**config.mk**
```make
export PLATFORM = sky130hd
export DESIGN_NAME = pio_adapter
export DESIGN_NICKNAME = d
export VERILOG_FILES = /design/src/rtl/pio_pkg.sv /design/src/rtl/pio_edge_detect.sv /design/src/rtl/pio_c2_fsm.sv /design/src/rtl/pio_port.sv /design/src/rtl/pio_adapter.sv
export SDC_FILE = /design/constraint.sdc
export NUM_CORES = 1
export LEC_CHECK = 0
export ABC_AREA = 1
export BUFFER_PORTS_ARGS = -buffer_cell sky130_fd_sc_hd__buf_2
export CAP_MARGIN = 20
export CORE_MARGIN = 5
export CORE_UTILIZATION = 31
export DETAILED_ROUTE_END_ITERATION = 6
export GPL_ROUTABILITY_DRIVEN = 0
export SLEW_MARGIN = 40
export SYNTH_ARGS = -nofsm -noshare
export SYNTH_HDL_FRONTEND = slang
export SYNTH_SLANG_ARGS = --single-unit
```
**constraint.sdc**
```tcl
create_clock -name clk -period 2.1 [get_ports clk]
set_input_delay 0.315 -clock clk [delete_from_list [all_inputs] [get_ports clk]]
set_output_delay 0.315 -clock clk [all_outputs]
set_load 0.005 [all_outputs]
```
**src/rtl/pio_pkg.sv**
```systemverilog
`timescale 1ns/1ps
package pio_pkg;
    // control register bit positions
    localparam int CB_C1_IE   = 0;  // ctl1 interrupt enable
    localparam int CB_C1_RISE = 1;  // ctl1 active edge: 1 rising, 0 falling
    localparam int CB_OL_SEL  = 2;  // data location: 1 output latch, 0 direction
    localparam int CB_C2_B3   = 3;  // ctl2 irq enable / level / pulse restore
    localparam int CB_C2_B4   = 4;  // ctl2 input edge / set-reset mode
    localparam int CB_C2_OUT  = 5;  // ctl2 is an output
    localparam int CB_FLAG2   = 6;
    localparam int CB_FLAG1   = 7;
    localparam int CTRL_W     = 8;
    localparam int CTRL_WR_W  = 6;

    typedef enum logic [1:0] {
        LOC_DATA_A = 2'd0,
        LOC_DATA_B = 2'd1,
        LOC_CTRL_A = 2'd2,
        LOC_CTRL_B = 2'd3
    } loc_e;

    typedef enum logic [1:0] {
        C2_IDLE_HI  = 2'd0,
        C2_PULSE_LO = 2'd1,
        C2_WAIT_LO  = 2'd2,
        C2_FORCE_LO = 2'd3
    } c2_state_e;
endpackage

```
**src/rtl/pio_edge_detect.sv**
```systemverilog
`timescale 1ns/1ps
module pio_edge_detect (
    input  logic clk,
    input  logic rst_n,
    input  logic pin,
    input  logic rise_sel,
    output logic hit
);
    logic prev_q;
    logic primed_q;

    always_ff @(posedge clk or negedge rst_n) begin
        if (!rst_n) begin
            prev_q   <= 1'b0;
            primed_q <= 1'b0;
        end else begin
            prev_q   <= pin;
            primed_q <= 1'b1;
        end
    end

    always_comb begin
        if (!primed_q)
            hit = 1'b0;
        else if (rise_sel)
            hit = pin & ~prev_q;
        else
            hit = ~pin & prev_q;
    end
endmodule

```
**src/rtl/pio_c2_fsm.sv**
```systemverilog
`timescale 1ns/1ps
module pio_c2_fsm
    import pio_pkg::*;
(
    input  logic clk,
    input  logic rst_n,
    input  logic cfg_wr,
    input  logic cfg_out,
    input  logic cfg_sr,
    input  logic cfg_lvl,
    input  logic trig,
    input  logic pulse_mode,
    input  logic restore_hit,
    output logic c2_out
);
    c2_state_e state_q;
    c2_state_e state_d;

    // next-state logic
    always_comb begin
        state_d = state_q;
        if (cfg_wr) begin
            state_d = (cfg_out && cfg_sr && !cfg_lvl) ? C2_FORCE_LO : C2_IDLE_HI;
        end else if (trig) begin
            state_d = pulse_mode ? C2_PULSE_LO : C2_WAIT_LO;
        end else begin
            unique case (state_q)
                C2_IDLE_HI:  state_d = C2_IDLE_HI;
                C2_PULSE_LO: state_d = C2_IDLE_HI;
                C2_WAIT_LO:  state_d = restore_hit ? C2_IDLE_HI : C2_WAIT_LO;
                C2_FORCE_LO: state_d = C2_FORCE_LO;
                default:     state_d = C2_IDLE_HI;
            endcase
        end
    end

    // state register
    always_ff @(posedge clk or negedge rst_n) begin
        if (!rst_n)
            state_q <= C2_IDLE_HI;
        else
            state_q <= state_d;
    end

    // outputs
    always_comb begin
        unique case (state_q)
            C2_IDLE_HI:  c2_out = 1'b1;
            C2_PULSE_LO: c2_out = 1'b0;
            C2_WAIT_LO:  c2_out = 1'b0;
            C2_FORCE_LO: c2_out = 1'b0;
            default:     c2_out = 1'b1;
        endcase
    end

    AST_SR_LEVEL: assert property (@(posedge clk) disable iff (!rst_n)
        (cfg_wr && cfg_out && cfg_sr) |=> (c2_out == $past(cfg_lvl)));
    AST_PULSE_SINGLE: assert property (@(posedge clk) disable iff (!rst_n)
        (state_q == C2_PULSE_LO && !cfg_wr && !trig) |=> (state_q == C2_IDLE_HI));
    AST_WAIT_HOLD: assert property (@(posedge clk) disable iff (!rst_n)
        (state_q == C2_WAIT_LO && !restore_hit && !cfg_wr) |=> !c2_out);
    AST_CFG_RELEASE: assert property (@(posedge clk) disable iff (!rst_n)
        (cfg_wr && !(cfg_out && cfg_sr)) |=> c2_out);
endmodule

```
**src/rtl/pio_port.sv**
```systemverilog
`timescale 1ns/1ps
module pio_port
    import pio_pkg::*;
#(
    parameter int DW             = 8,
    parameter bit STROBE_ON_READ = 1'b1
) (
    input  logic          clk,
    input  logic          rst_n,
    input  logic          sel_data,
    input  logic          sel_ctrl,
    input  logic          rd,
    input  logic          wr,
    input  logic [DW-1:0] wdata,
    output logic [DW-1:0] rdata_data,
    output logic [DW-1:0] rdata_ctrl,
    input  logic [DW-1:0] pin_in,
    output logic [DW-1:0] pin_out,
    output logic [DW-1:0] pin_dir,
    input  logic          ctl1,
    input  logic          ctl2_in,
    output logic          ctl2_out,
    output logic          ctl2_oe,
    output logic          irq_n
);
    logic [DW-1:0]        dir_q;
    logic [DW-1:0]        latch_q;
    logic [CTRL_WR_W-1:0] ctrl_q;
    logic                 flag1_q;
    logic                 flag2_q;
    logic [CTRL_W-1:0]    ctrl_view;

    logic ol_sel, data_wr, data_rd, cfg_wr, latch_rd, latch_wr;
    logic c1_hit, c2_hit, strobe_src, strobe_trig;

    assign ol_sel   = ctrl_q[CB_OL_SEL];
    assign data_wr  = wr & sel_data;
    assign data_rd  = rd & sel_data;
    assign cfg_wr   = wr & sel_ctrl;
    assign latch_rd = data_rd & ol_sel;
    assign latch_wr = data_wr & ol_sel;

    pio_edge_detect u_c1_edge (
        .clk      (clk),
        .rst_n    (rst_n),
        .pin      (ctl1),
        .rise_sel (ctrl_q[CB_C1_RISE]),
        .hit      (c1_hit)
    );

    pio_edge_detect u_c2_edge (
        .clk      (clk),
        .rst_n    (rst_n),
        .pin      (ctl2_in),
        .rise_sel (ctrl_q[CB_C2_B4]),
        .hit      (c2_hit)
    );

    generate
        if (STROBE_ON_READ) begin : g_rd_strobe
            assign strobe_src = latch_rd;
        end else begin : g_wr_strobe
            assign strobe_src = latch_wr;
        end
    endgenerate

    assign strobe_trig = strobe_src & ctrl_q[CB_C2_OUT] & ~ctrl_q[CB_C2_B4];

    // data-side registers
    always_ff @(posedge clk or negedge rst_n) begin
        if (!rst_n) begin
            dir_q   <= '0;
            latch_q <= '0;
        end else if (data_wr) begin
            if (ol_sel)
                latch_q <= wdata;
            else
                dir_q <= wdata;
        end
    end

    // control register and flags (an edge wins over a same-cycle clear)
    always_ff @(posedge clk or negedge rst_n) begin
        if (!rst_n) begin
            ctrl_q  <= '0;
            flag1_q <= 1'b0;
            flag2_q <= 1'b0;
        end else begin
            if (cfg_wr)
                ctrl_q <= wdata[CTRL_WR_W-1:0];

            if (c1_hit)
                flag1_q <= 1'b1;
            else if (latch_rd)
                flag1_q <= 1'b0;

            if (ctrl_q[CB_C2_OUT])
                flag2_q <= 1'b0;
            else if (c2_hit)
                flag2_q <= 1'b1;
            else if (latch_rd)
                flag2_q <= 1'b0;
        end
    end

    pio_c2_fsm u_c2_fsm (
        .clk         (clk),
        .rst_n       (rst_n),
        .cfg_wr      (cfg_wr),
        .cfg_out     (wdata[CB_C2_OUT]),
        .cfg_sr      (wdata[CB_C2_B4]),
        .cfg_lvl     (wdata[CB_C2_B3]),
        .trig        (strobe_trig),
        .pulse_mode  (ctrl_q[CB_C2_B3]),
        .restore_hit (c1_hit),
        .c2_out      (ctl2_out)
    );

    always_comb begin
        ctrl_view                      = '0;
        ctrl_view[CTRL_WR_W-1:0]       = ctrl_q;
        ctrl_view[CB_FLAG2]            = flag2_q & ~ctrl_q[CB_C2_OUT];
        ctrl_view[CB_FLAG1]            = flag1_q;
    end

    assign rdata_ctrl = DW'(ctrl_view);
    assign rdata_data = ol_sel ? ((latch_q & dir_q) | (pin_in & ~dir_q)) : dir_q;
    assign pin_out    = latch_q;
    assign pin_dir    = dir_q;
    assign ctl2_oe    = ctrl_q[CB_C2_OUT];
    assign irq_n      = ~((flag1_q & ctrl_q[CB_C1_IE]) |
                          (flag2_q & ctrl_q[CB_C2_B3] & ~ctrl_q[CB_C2_OUT]));

    AST_FLAG_CLEAR_ON_READ: assert property (@(posedge clk) disable iff (!rst_n)
        (latch_rd && !c1_hit) |=> !flag1_q);
    AST_DIR_READ_KEEPS_FLAG: assert property (@(posedge clk) disable iff (!rst_n)
        (data_rd && !ol_sel && !c1_hit) |=> (flag1_q == $past(flag1_q)));
    AST_CTRL_FLAGS_RO: assert property (@(posedge clk) disable iff (!rst_n)
        (cfg_wr && !c1_hit) |=> (flag1_q == $past(flag1_q)));
    AST_C2_OUT_NO_FLAG: assert property (@(posedge clk) disable iff (!rst_n)
        ctrl_q[CB_C2_OUT] |=> !flag2_q);
    AST_IRQ_HAS_FLAG: assert property (@(posedge clk) disable iff (!rst_n)
        !irq_n |-> (flag1_q || flag2_q));
endmodule

```
**src/rtl/pio_adapter.sv**
```systemverilog
`timescale 1ns/1ps
module pio_adapter
    import pio_pkg::*;
#(
    parameter int DW = 8
) (
    input  logic          clk,
    input  logic          rst_n,
    input  logic          cs,
    input  logic          rd,
    input  logic          wr,
    input  logic [1:0]    reg_sel,
    input  logic [DW-1:0] wdata,
    output logic [DW-1:0] rdata,
    input  logic [DW-1:0] a_pin_in,
    output logic [DW-1:0] a_pin_out,
    output logic [DW-1:0] a_pin_dir,
    input  logic          a_ctl1,
    input  logic          a_ctl2_in,
    output logic          a_ctl2_out,
    output logic          a_ctl2_oe,
    output logic          a_irq_n,
    input  logic [DW-1:0] b_pin_in,
    output logic [DW-1:0] b_pin_out,
    output logic [DW-1:0] b_pin_dir,
    input  logic          b_ctl1,
    input  logic          b_ctl2_in,
    output logic          b_ctl2_out,
    output logic          b_ctl2_oe,
    output logic          b_irq_n
);
    logic          rd_q, wr_q;
    logic          a_sel_data, a_sel_ctrl, b_sel_data, b_sel_ctrl;
    logic [DW-1:0] a_rd_data, a_rd_ctrl, b_rd_data, b_rd_ctrl;

    assign rd_q = cs & rd;
    assign wr_q = cs & wr;

    assign a_sel_data = (loc_e'(reg_sel) == LOC_DATA_A);
    assign b_sel_data = (loc_e'(reg_sel) == LOC_DATA_B);
    assign a_sel_ctrl = (loc_e'(reg_sel) == LOC_CTRL_A);
    assign b_sel_ctrl = (loc_e'(reg_sel) == LOC_CTRL_B);

    pio_port #(.DW(DW), .STROBE_ON_READ(1'b1)) u_port_a (
        .clk        (clk),
        .rst_n      (rst_n),
        .sel_data   (a_sel_data),
        .sel_ctrl   (a_sel_ctrl),
        .rd         (rd_q),
        .wr         (wr_q),
        .wdata      (wdata),
        .rdata_data (a_rd_data),
        .rdata_ctrl (a_rd_ctrl),
        .pin_in     (a_pin_in),
        .pin_out    (a_pin_out),
        .pin_dir    (a_pin_dir),
        .ctl1       (a_ctl1),
        .ctl2_in    (a_ctl2_in),
        .ctl2_out   (a_ctl2_out),
        .ctl2_oe    (a_ctl2_oe),
        .irq_n      (a_irq_n)
    );

    pio_port #(.DW(DW), .STROBE_ON_READ(1'b0)) u_port_b (
        .clk        (clk),
        .rst_n      (rst_n),
        .sel_data   (b_sel_data),
        .sel_ctrl   (b_sel_ctrl),
        .rd         (rd_q),
        .wr         (wr_q),
        .wdata      (wdata),
        .rdata_data (b_rd_data),
        .rdata_ctrl (b_rd_ctrl),
        .pin_in     (b_pin_in),
        .pin_out    (b_pin_out),
        .pin_dir    (b_pin_dir),
        .ctl1       (b_ctl1),
        .ctl2_in    (b_ctl2_in),
        .ctl2_out   (b_ctl2_out),
        .ctl2_oe    (b_ctl2_oe),
        .irq_n      (b_irq_n)
    );

    always_comb begin
        rdata = '0;
        if (rd_q) begin
            unique case (loc_e'(reg_sel))
                LOC_DATA_A: rdata = a_rd_data;
                LOC_DATA_B: rdata = b_rd_data;
                LOC_CTRL_A: rdata = a_rd_ctrl;
                LOC_CTRL_B: rdata = b_rd_ctrl;
                default:    rdata = '0;
            endcase
        end
    end

    AST_CTRL_A_BIT6_MASK: assert property (@(posedge clk) disable iff (!rst_n)
        (rd_q && reg_sel == 2'd2 && a_ctl2_oe) |-> (rdata[CB_FLAG2] == 1'b0));
    AST_IDLE_RDATA_ZERO: assert property (@(posedge clk) disable iff (!rst_n)
        !rd_q |-> (rdata == '0));
endmodule

```
Word level (Yosys, flattened, before mapping)
Cells that the tools add are included.
Widths: inputs -> output; s select.
- register bits: 57
- bits in latches: 0
- memory bits (writable): 0
- bits in read-only memories: 0
- bits of input ports: 35
- output and inout port bits: 46
- memories kept: 0
- $add $sub $neg: 0
- multipliers: 0
- divide/modulo/power cells: 0
- magnitude comparators: 0
- equality and inequality tests: 9
- shift operators: 0
- muxes and demuxes: 33
- bitwise logic cells: 57
- reduce and logical (&&, ||, !) cells: 18
- operators by type and width (cell ; number):
    $and 8x8->8 ; 4
    $pmux 8 s4 ; 1
    $and 1x1->1 ; 31
    $mux 8 ; 3
    $mux 2 ; 9
    $mux 1 ; 16
    $not 1->1 ; 16
    $not 8->8 ; 2
    $or 8x8->8 ; 2
    $eq 2x2->1 const B ; 6
    $pmux 2 s3 ; 2
    $reduce_and 2->1 ; 4
    $eq 2x1->1 const B ; 3
    $logic_not 2->1 ; 3
    $reduce_bool 3->1 ; 2
    $reduce_or 3->1 ; 2
    $pmux 1 s2 ; 2
    $reduce_bool 2->1 ; 2
    $reduce_or 2->1 ; 2
    $logic_and 1x1->1 ; 2
    $or 1x1->1 ; 2
    $logic_not 1->1 ; 1

Logic depth before layout (Yosys ltp)
- depth after elaboration: 8
- gate-level depth with buffers: 8
- gate-level depth less buffers: 7

Cells and area by module
Synthesis repeated with hierarchy kept, for this count alone.
- cells, all modules: 468
- area, all modules: 3408.3 um^2
- modules (own cells, without submodules) (module ; instances ; cells an instance ; area each (um^2)):
    pio_port ; 2 ; 152 ; 1209.9
    pio_adapter ; 1 ; 82 ; 412.9
    pio_edge_detect ; 4 ; 11 ; 83.8
    pio_c2_fsm ; 2 ; 19 ; 120.1

Worst setup path before layout
No wires, ideal clock.
- kind: input port to output port
- start: input reg_sel[0]
- end: output rdata[6]
- arrival: 1.065 ns
- data required time: 1.785 ns
- setup slack: 0.720 ns
- cell stages on the path: 7
- buffers on the path: 2
- cell sequence: buf_4 -> nor2_1 -> buf_2 -> o211ai_1 -> nand3_1 -> nand2_1 -> inv_1
- cells in the longest elaborated chain, start to end: 3
- elaborated cells on any way between the ends: 6
- those cells by class: eq/ne: 3; mux: 2; reduce/logical: 1
- ends and longest elaborated chain (item ; line ; source):
    start, declared ; pio_adapter.sv:12 ; input logic [1:0] reg_sel,
    $eq 2x2->1, or another cell as far along ; pio_adapter.sv:87 ; unique case (loc_e'(reg_sel))
    $pmux 8 s4 * ; pio_adapter.sv:87 ;
    $mux 8 * ; pio_adapter.sv:86 ; if (rd_q) begin
    end, declared ; pio_adapter.sv:14 ; output logic [DW-1:0] rdata,
Mark *: on every way between the ends. The rest lies on a longest branch, timed or not.

Worst setup path after layout
- start: register u_port_b.ctrl_q[2]
- end: output rdata[2]
- cells in the longest elaborated chain, start to end: 3
- ends and longest elaborated chain (item ; line ; source):
    start, declared ; pio_port.sv:28 ; logic [CTRL_WR_W-1:0] ctrl_q;
    start signal, assigned ; pio_port.sv:90 ; ctrl_q <= wdata[CTRL_WR_W-1:0];
    $mux 8 ; pio_port.sv:127 ; assign rdata_data = ol_sel ? ((latch_q & dir_q) | (pin_in & ~dir_q)) : dir_q;
    $pmux 8 s4 * ; pio_adapter.sv:87 ;
    $mux 8 * ; pio_adapter.sv:86 ;
Marks and branches as above.

==> results.py <==
metrics = {
    "cells_and_area": {
        "area_growth_pct": 27.5,
        "drive_gt1_share_pct": 24.7,
        "diodes": 0,
        "nNetsFinal": 475,
        "nFillCells": 900,
        "fin_area_um2": 3540,
    },
    "yosys": {
        "syn-num-nets": 386,
        "synth_seq_cells": 57,
        "synth-compound-area-share_pct": 19.6,
        "synth-xor-area-share_pct": 0,
        "ys_types": 26,
        "synth_cells": 351,
        "yosysMostFrequentCell": "nand2_1",
        "synth_area_per_cell_um2": 7.90,
        "synthFlopType": "dfrtp_1",
        "yosys_warnings": 0,
        "yosys-top-cells-area": "dfrtp_1, nand2_1, o21ai_0, inv_1, a21oi_1",
        "muxShareOfSynthArea_pct": 0,
        "synthAdderAreaFrac_pct": 0,
        "yosysSeqAreaShare_pct": 51.4,
        "synth_area_um2": 2770,
        "synth_commonest_cells": "nand2_1, o21ai_0, dfrtp_1",
        "synth_top_family_by_area": "simple AND/OR/NAND/NOR gates",
        "synthSimpleGateAreaFrac_pct": 22.4,
        "synth_top_area_share_pct": 51.4,
        "async_reset_ff_share_pct": 100,
        "synth_top_area_cell": "dfrtp_1",
        "synth_edf_count": 0,
    },
    "power": {
        "p_leak_nw": 1.78,
        "vdd_ir_drop_max_mv": 0.438,
        "total_power_mw": 3.38,
        "power_frac_seq_pct": 45.5,
        "comb_power_share_pct": 24.3,
        "powerDensity_nw_per_um2": 957,
        "switchingPower_mw": 1.12,
        "p_clk_share_pct": 30.2,
        "intPower_mw": 2.26,
        "swShare_pct": 33.1,
    },
    "drt": {
        "postRouteAntennaNets": 0,
        "vias_per_cell": 4.98,
        "drcViolationCount": 0,
        "wl_um": 8710,
        "first_pass_iters": 5,
        "routedWlPerCell_um": 15.7,
        "drt-initial-drc-count": 141,
        "vias": 2753,
    },
    "floorplanning": {
        "boundaryPins": 81,
        "num_rows": 34,
        "dieArea_um2": 10900,
        "core_region_area_um2": 8720,
        "die_y_um": 105,
        "die-width_um": 105,
        "start_util_pct": 31.8,
    },
    "setup_path": {
        "cp-start-kind": "register",
        "worstSetupPathType": "reg -> out",
        "crit_top_cell": "o21ai_0",
        "path_buf_inv": 2,
        "worst_ep_arrival_time_ns": 1.69,
        "path_delay_family": "compound AO/OA/AOI/OAI gates",
        "slowest_delay_ns": 0.40,
        "path_max_fanout": 10,
        "crit_chain": "clkinvlp_4 > o21ai_0 > o21ai_0 > nor2_1 > buf_2",
        "crit_required_ns": 1.78,
        "cp_slowest_cell": "dfrtp_1",
        "crit_path_end_kind": "output pin",
    },
    "run_status": {
        "status": "completed",
    },
    "sta": {
        "slew_headroom_pct": 62.4,
        "finalSetupTns_ns": 0,
        "tightest_slew_ns": 0.562,
        "slew_violations": 0,
        "skew_ns": 0.00843,
        "fin_crit_sh_pct": 95.5,
        "max_freq_mhz": 499,
        "rsz0062_at_grt": "no",
        "hold_violations": 0,
        "setup_viol": 0,
        "setup_ws_ns": 0.0949,
        "period_minus_slack_ns": 2.01,
    },
    "placed_design": {
        "dpl-instance-area_um2": 3310,
        "pre_cts_slack_ns": 0.390,
        "dp_hpwl_um": 6570,
        "io_buffers": 80,
    },
    "cts": {
        "cts-root-buf": "clkbuf_8",
        "cts_sinks": 57,
        "path_clk_slew_ns": 0.07,
        "cts_made_buffers": 9,
        "h-tree-depth": 3,
        "clock_path_buffers": 2,
        "clk_latency_ns": 0.34,
        "cts_tree": "done",
    },
    "global_routing": {
        "antenna_found_initial": 0,
        "grt_max_degree": 58,
        "gr-total-overflow": 0,
        "grt_pass1_wl_um": 14200,
        "grt_pass1_vias": 2689,
        "grt_usage_pct": 16.4,
    },
    "worst_hold_path": {
        "hold_class": "in -> reg",
    },
    "job": {
        "maxCapViolations": 0,
    },
}
[final timing paths]
kind,from,end,slack [ns],depth (start not counted)
worst max-delay path,u_port_b.ctrl_q[2]$_DFFE_PN0P_,rdata[2],0.09,5
worst min-delay path,b_ctl1,u_port_b.u_c1_edge.prev_q$_DFF_PN0_,0.11,1
worst max register to register,u_port_a.ctrl_q[2]$_DFFE_PN0P_,u_port_a.pin_dir[0]$_DFFE_PN0P_,0.64,3
worst min register to register,u_port_b.pin_out[7]$_DFFE_PN0N_,u_port_b.pin_out[7]$_DFFE_PN0N_,0.52,2
max in group asynchronous,rst_n,u_port_a.ctrl_q[2]$_DFFE_PN0P_,1.30,3
min in group asynchronous,rst_n,u_port_b.pin_out[0]$_DFFE_PN0N_,0.50,3
[final cells by class]
class | instances | area [µm²] | share of cell area, %
Tap cell | 108 | 135 | 3.82
Multi-Input combinational cell | 250 | 1170 | 33.1
Clock buffer | 11 | 141 | 4.00
Clock inverter | 5 | 55.1 | 1.56
Inverter | 35 | 139 | 3.93
Timing Repair Buffer | 87 | 468 | 13.2
Sequential cell | 57 | 1430 | 40.4
[metal layers]
metal | wire length, µm | global-route usage [%] | share of wire (%)
met2 | 3910 | 25.0 | 45
met4 | 173 | 4.38 | 2.0
met3 | 682 | 6.23 | 7.8
met5 | 0 | 0 | 0
met1 | 3940 | 21.9 | 45
[cell families after synthesis]
kind of cell | count (synthesis)
flops | 57
compound gates | 102
buf+inv | 44
other cells | 1
simple gates | 147
[cells in the final DEF (no fill, tap or decap), types with 3 or more instances in the layout]
master and instances:
nand2_1 97, inv_2 3, dfrtp_1 56, o21ai_0 59
clkinvlp_4 4, buf_2 80, o21ai_1 10, nand3b_1 7
clkbuf_8 10, buf_4 5, nand3_1 13, inv_1 30
nor2_1 24, a21oi_1 19, o211ai_1 8
[power groups by stage]
stage | combinational [mW] | clock [mW] | sequential, mW
after floorplan | 0.423 | 0 | 1.51
after global routing | 0.944 | 1.10 | 1.58
final | 0.821 | 1.02 | 1.54
after global placement | 0.794 | 0 | 1.56
after CTS | 0.814 | 1.05 | 1.54
after detailed placement | 0.810 | 0 | 1.55
[worst register-to-register path, stage by stage (launching register included)]
cell and delay (ns):
dfrtp_2 0.46, clkinvlp_4 0.16, nand3_1 0.43, o21ai_0 0.31
[metrics by stage]
step	cells	hold slack, ns	utilization [%]
floorplan	351	0.0194	-
global placement	534	0.343	37.9
detailed placement	534	0.341	37.9
CTS	551	0.102	40.3
global route	553	0.103	40.5
finish	553	0.114	40.5
[state kept, by name, summed over array words and instances, names as in the netlist]
signal and cells:
u_port_b.pin_out 8, u_port_b.ctrl_q 6, u_port_b.flag2_q 1, u_port_b.u_c1_edge.prev_q 1, u_port_a.flag1_q 1, u_port_b.pin_dir 8, u_port_a.u_c2_edge.prev_q 1, u_port_a.flag2_q 1
u_port_b.u_c1_edge.primed_q 1, u_port_a.ctrl_q 6, u_port_a.u_c1_edge.prev_q 1, u_port_b.flag1_q 1, u_port_b.u_c2_fsm.state_q 2, u_port_b.u_c2_edge.prev_q 1, u_port_a.u_c2_fsm.state_q 2, u_port_a.pin_dir 8
u_port_a.pin_out 8
[timing repair]
action / CTS / global route
setup buffers: 0 / 2
endpoints found under the setup margin: 0 / 8
hold endpoints to repair: 57 / 0
hold buffers: 1 / 0
gates resized for setup: 0 / 3
Power figures use the tool's default switching activity.
